## config.mk

```make
export PLATFORM = sky130hd
export DESIGN_NAME = ow_crc8_engine
export DESIGN_NICKNAME = d
export VERILOG_FILES = /design/src/rtl/ow_crc_pkg.sv /design/src/rtl/ow_crc_step.sv /design/src/rtl/ow_crc_reg.sv /design/src/rtl/ow_crc8_engine.sv
export SDC_FILE = /design/constraint.sdc
export NUM_CORES = 1
export LEC_CHECK = 0
export BUFFER_PORTS_ARGS = -buffer_cell sky130_fd_sc_hd__buf_4
export CAP_MARGIN = 20
export CORE_MARGIN = 8
export CORE_UTILIZATION = 25
export DETAILED_ROUTE_END_ITERATION = 7
export GPL_TIMING_DRIVEN = 0
export PLACE_DENSITY = 0.54
export REMOVE_ABC_BUFFERS = 1
export SYNTH_ARGS = -nofsm -noshare
export SYNTH_HDL_FRONTEND = slang
export SYNTH_SLANG_ARGS = --single-unit
```

## constraint.sdc

```tcl
create_clock -name clk -period 1.3 [get_ports clk]
set_clock_uncertainty 0.15 [all_clocks]
set_input_delay 0.195 -clock clk [delete_from_list [all_inputs] [get_ports clk]]
set_output_delay 0.195 -clock clk [all_outputs]
set_load 0.005 [all_outputs]
```

## src/rtl/ow_crc_pkg.sv

```systemverilog
package ow_crc_pkg;
    // Register width and reflected generator taps (x^8 + x^5 + x^4 + 1).
    localparam int unsigned CRC_W = 8;
    localparam logic [CRC_W-1:0] CRC_TAPS_REFL = 8'h8C;

    // Action applied to the register at a clock edge.
    typedef enum logic [1:0] {
        ACT_HOLD  = 2'd0,
        ACT_SHIFT = 2'd1,
        ACT_CLEAR = 2'd2
    } crc_act_e;
endpackage

```

## src/rtl/ow_crc_step.sv

```systemverilog
// Combinational single-bit advance of a right-shifting Galois LFSR.
module ow_crc_step #(
    parameter int unsigned W = 8,
    parameter logic [W-1:0] TAPS = 8'h8C
) (
    input  logic [W-1:0] cur,
    input  logic         din,
    output logic [W-1:0] nxt
);
    logic fb;
    assign fb = cur[0] ^ din;

    for (genvar i = 0; i < W; i++) begin : g_bit
        if (i == W - 1) begin : g_top
            assign nxt[i] = fb & TAPS[i];
        end else begin : g_mid
            assign nxt[i] = cur[i+1] ^ (fb & TAPS[i]);
        end
    end
endmodule

```

## src/rtl/ow_crc_reg.sv

```systemverilog
// State register with clear-over-shift priority.
module ow_crc_reg
    import ow_crc_pkg::*;
#(
    parameter int unsigned W = 8
) (
    input  logic         clk,
    input  logic         rst_n,
    input  logic         clear,
    input  logic         bit_valid,
    input  logic [W-1:0] nxt,
    output logic [W-1:0] cur
);
    crc_act_e act;

    always_comb begin
        if (clear)          act = ACT_CLEAR;
        else if (bit_valid) act = ACT_SHIFT;
        else                act = ACT_HOLD;
    end

    always_ff @(posedge clk or negedge rst_n) begin
        if (!rst_n) begin
            cur <= '0;
        end else begin
            unique case (act)
                ACT_CLEAR: cur <= '0;
                ACT_SHIFT: cur <= nxt;
                default:   cur <= cur;
            endcase
        end
    end
endmodule

```

## src/rtl/ow_crc8_engine.sv

```systemverilog
module ow_crc8_engine
    import ow_crc_pkg::*;
#(
    parameter int unsigned WIDTH = CRC_W,
    parameter logic [WIDTH-1:0] POLY = CRC_TAPS_REFL
) (
    input  logic             clk,
    input  logic             rst_n,
    input  logic             clear,
    input  logic             bit_valid,
    input  logic             bit_in,
    output logic [WIDTH-1:0] crc_q,
    output logic             crc_zero
);
    logic [WIDTH-1:0] crc_next;

    ow_crc_step #(.W(WIDTH), .TAPS(POLY)) step_i (
        .cur (crc_q),
        .din (bit_in),
        .nxt (crc_next)
    );

    ow_crc_reg #(.W(WIDTH)) reg_i (
        .clk       (clk),
        .rst_n     (rst_n),
        .clear     (clear),
        .bit_valid (bit_valid),
        .nxt       (crc_next),
        .cur       (crc_q)
    );

    assign crc_zero = (crc_q == '0);
endmodule

```

**After elaboration in Yosys (flattened, before gate mapping)**

Cells that the tools add are included.

- Flip-flop bits (word level): 8
- Bits in latches: 0
- Memory bits (writable): 0
- ROM bits: 0
- Bits of input ports: 5
- Output and inout port bits: 9
- Word-level logic and storage cells: 11
- Memories kept: 0

- Add/sub/neg operators: 0
- Multiply operators: 0
- Div/mod/pow operators: 0
- $lt $le $gt $ge: 0
- Equal/unequal tests: 2
- Shifts and indexed selects: 0
- Multiplexer cells: 3
- Bitwise operators: 3
- Reduce and logical (&&, ||, !) cells: 2

Operators by type and width:

| cell | number |
|---|---|
| one-hot mux 8 bit (2 select lines) | 1 |
| zero test 8 bit | 1 |
| bitwise XOR 1 bit | 3 |
| equality test 2 x 1 -> 1 bit, second input constant | 1 |
| equality test 2 bit, second input constant | 1 |
| 2-to-1 mux 2 bit | 1 |
| nonzero test 2 bit | 1 |
| 2-to-1 mux 1 bit | 1 |

**Depth between registers and ports, before layout**

- Depth in word-level cells: 4
- Depth in mapped cells: 4
- Depth with buffers taken out: 3

**Cells and area by module**

Synthesis repeated with hierarchy kept, for this count alone.

- Cells, all modules: 38
- Area total of the unflattened synthesis: 445.4 µm²

Modules (own cells, without submodules):

| module | instances | cells each | area an instance (µm²) | sequential area each (µm²) |
|---|---|---|---|---|
| ow_crc_reg | 1 | 26 | 325.3 | 200.2 |
| ow_crc_step | 1 | 9 | 101.3 | 0.0 |
| ow_crc8_engine | 1 | 3 | 18.8 | 0.0 |

**Worst setup path before layout**

OpenSTA, ideal clock, no wires.

- Kind: register to output
- Start point: register reg_i.cur[2]
- End point: output port crc_zero
- Data arrival time: 1.028 ns
- Required time: 0.955 ns
- Slack: -0.073 ns
- Stages on the path, launching flop included: 3
- Path buffers: 0
- Cell sequence: dfrtp_1 or4_1 nor2_1

- Cells in the longest elaborated chain, start to end: 1

Ends and longest elaborated chain:

| item | RTL line | RTL |
|---|---|---|
| start, declared | ow_crc_reg.sv:12 | `output logic [W-1:0] cur` |
| start signal, assigned | ow_crc_reg.sv:28 | `ACT_SHIFT: cur <= nxt;` |
| start signal, assigned | ow_crc_reg.sv:29 | `default: cur <= cur;` |
| zero test 8 bit | ow_crc8_engine.sv:32 | `assign crc_zero = (crc_q == '0);` |
| end, declared | ow_crc8_engine.sv:13 | `output logic crc_zero` |

Every way passes these cells.

**Worst setup path in the final report**

- Start point: register reg_i.cur[1]
- End point: output port crc_zero

Same word-level chain as after synthesis.

==> flow_metrics.env <==
export IMPL_cts_max_level=1
export IMPL_synth_area_um2=381.6
export IMPL_power_total_uw=593.8
export IMPL_reg2reg_from="reg_i.cur[0]"
export IMPL_insertion_delay_ps=250
export IMPL_grt_pass1_vias=361
export IMPL_power_switching_uw=146.2
export IMPL_antenna_found_initial=0
export IMPL_startpoint="reg_i.cur[1]"
export IMPL_fin_crit_ps=1744
export IMPL_clk_pin_slew_ps=50
export IMPL_finalHoldViolCount=0
export IMPL_pwr_share_seq=0.453
export IMPL_min_period_over_period=1.342
export IMPL_cts_buffer_depth=2
export IMPL_vias=352
export IMPL_die_w_um=55.07
export IMPL_relSlewSlack=0.8865
export IMPL_cts_num_sinks=8
export IMPL_fp_row_count=14
export IMPL_drive_above_1_share=0.4918
export IMPL_syn_inst=37
export IMPL_final_util=0.4379
export IMPL_fin_cells=77
export IMPL_yosysUniqueCellTypes=13
export IMPL_initial_core_util=0.2594
export IMPL_intPower_uw=447.6
export IMPL_power_per_cell_area_nw_per_um2=921.6
export IMPL_worstPathMaxFanout=2
export IMPL_hpwlAfterDp_um=680.5
export IMPL_final_cell_area_um2=644.4
export IMPL_drv_slew=0
export IMPL_cts_tree="yes"
export IMPL_regMostFlops="reg_i.cur"
export IMPL_cts_root_buf="clkbuf_4"
export IMPL_cts_made_buffers=3
export IMPL_violations="setup timing"
export IMPL_hold_path_class="input pin to flop"
export IMPL_routed_via_density=4.571
export IMPL_largest_register_ff_count=8
export IMPL_drv_cap=0
export IMPL_peakVddDrop_mv=0.5060
export IMPL_yosys_warnings=0
export IMPL_area_growth_pct=68.85
export IMPL_ys_seq_elements=8
export IMPL_clkPwrFrac=0.316
export IMPL_dr_pass1_iters=2
export IMPL_crit_chain="or4_4, nor2_4, buf_6"
export IMPL_antennaDiodeCount=0
export IMPL_hold_ws_ps=20.70
export IMPL_min_delay_start="clear"
export IMPL_placed_cells=64
export IMPL_grt_pass1_wl_um=1731
export IMPL_fmax_mhz=573.3
export IMPL_grt_overflow_total=0
export IMPL_n_fill_cell=156
export IMPL_ys_seq_area_frac=0.5246
export IMPL_fin_setup_tns_ps=-555.6
export IMPL_core_um2=1471
export IMPL_pre_cts_slack_ps=-228.7
export IMPL_drtIter0Drc=1
export IMPL_worstMarginPinSlew_ps=169.3
export IMPL_crit_required_ps=950
export IMPL_syn_area_per_cell_um2=10.31
export IMPL_die_y_um=55.07
export IMPL_slowest_delay_ps=550
export IMPL_swShare=0.2462
export IMPL_setup_ws_ps=-444.3
export IMPL_start_kind="flop"
export IMPL_setup_viol=4
export IMPL_outcome="complete, but fails checks"
export IMPL_place_area_um2=483.0
export IMPL_rsz0062_at_grt="yes"
export IMPL_p_leak_nw=0.3383
export IMPL_crit_slowest_cell="or4_4"
export IMPL_wire_per_inst_um=14.17
export IMPL_io_buffers=13
export IMPL_postRouteAntennaNets=0
export IMPL_die_area_um2=3033
export IMPL_grt_use_total=0.08118
export IMPL_reg_largest_list="reg_i.cur (8)"
export IMPL_comb_power_share=0.231
export IMPL_wl_um=1091
export IMPL_grt_max_degree=11
export IMPL_critPathArrivalTime_ps=1400
export IMPL_drc=0
export IMPL_pin_count=14
export IMPL_worstSetupEndpointType="output pin"
export IMPL_place_congestion=0.7275
export IMPL_critPathKind="flop to output pin"
export IMPL_nets=68
-- routing by layer --
| layer | track usage | part of all wire | vias to the layer above |
|---|---|---|---|
| met5 | 0 | 0 | - |
| met4 | 0.01200 | 0 | 0 |
| met3 | 0.06417 | 0.097 | 0 |
| met2 | 0.1175 | 0.46 | 12 |
| met1 | 0.09443 | 0.44 | 163 |
| li1 | - | - | 177 |
-- cells in the mapped netlist --
| master | n | area share |
|---|---|---|
| a211oi_1 | 1 | 0.020 |
| buf_2 | 1 | 0.013 |
| and2b_1 | 1 | 0.020 |
| buf_6 | 1 | 0.030 |
| dfrtp_1 | 8 | 0.52 |
| or3_1 | 2 | 0.033 |
| nand2b_1 | 1 | 0.016 |
| nand2_1 | 2 | 0.020 |
| nor2_1 | 8 | 0.079 |
| or4_1 | 2 | 0.039 |
| xnor2_1 | 1 | 0.023 |
| nand3_1 | 4 | 0.052 |
| mux2i_1 | 5 | 0.13 |
-- cell families after synthesis --
logic type	count (synthesis)	synth area share
flops	8	0.5246
mux	5	0.1312
simple gates	20	0.2590
buf+inv	2	0.04261
compound gates	1	0.01968
xor+xnor	1	0.02296
-- final cells by class --
class	count	area, µm²	share of cell area
flip-flops and latches	8	200.2	0.3107
repair buffers	23	197.7	0.3068
clock buffers	3	22.52	0.03495
multi-input cells	27	203.9	0.3165
well taps	16	20.02	0.03107
-- critical path: cells and delay by family (launching register included) --
family,cells,cell delay [ps]
buffers and inverters,1,100
DFF,1,380
and+or+nand+nor,2,680
-- final timing paths --
path | end | cells past startpoint | slack [ps]
worst max register to register | reg_i.cur[3] | 4 | -20
min in group asynchronous | reg_i.cur[7] | 2 | 150
worst max-delay path | crc_zero | 3 | -440
max in group asynchronous | reg_i.cur[6] | 2 | 720
worst min-delay path | reg_i.cur[7] | 2 | 20
worst min register to register | reg_i.cur[3] | 2 | 450
-- what timing repair did --
action	in CTS	in global routing
endpoints found under the setup margin	1	5
hold buffers	1	0
buffers inserted	6	4
endpoints found under the hold margin	8	0
pin swaps	2	4
resized for setup	2	11
-- cell usage in the layout, fill, tap and decap left out --
cell type      count
buf_6              6
nand3_2            1
nand2_1            2
dlygate4sd3_1      1
nor2_4             1
buf_4             16
mux2i_1            5
a211oi_1           1
nand2b_1           1
nor2_1             7
xnor2_4            1
or3_1              2
dfrtp_1            8
or4_4              2
nand3_1            3
clkbuf_4           3
and2b_1            1
-- power groups by stage --
stage	Sequential, mW	Combinational (mW)	Clock (mW)
after CTS	0.268	0.108	0.196
final	0.269	0.137	0.188
after detailed placement	0.276	0.0835	0
after global placement	0.276	0.0835	0
after global routing	0.270	0.151	0.210
after floorplan	0.274	0.0306	0
(Power assumes the default switching activity.)
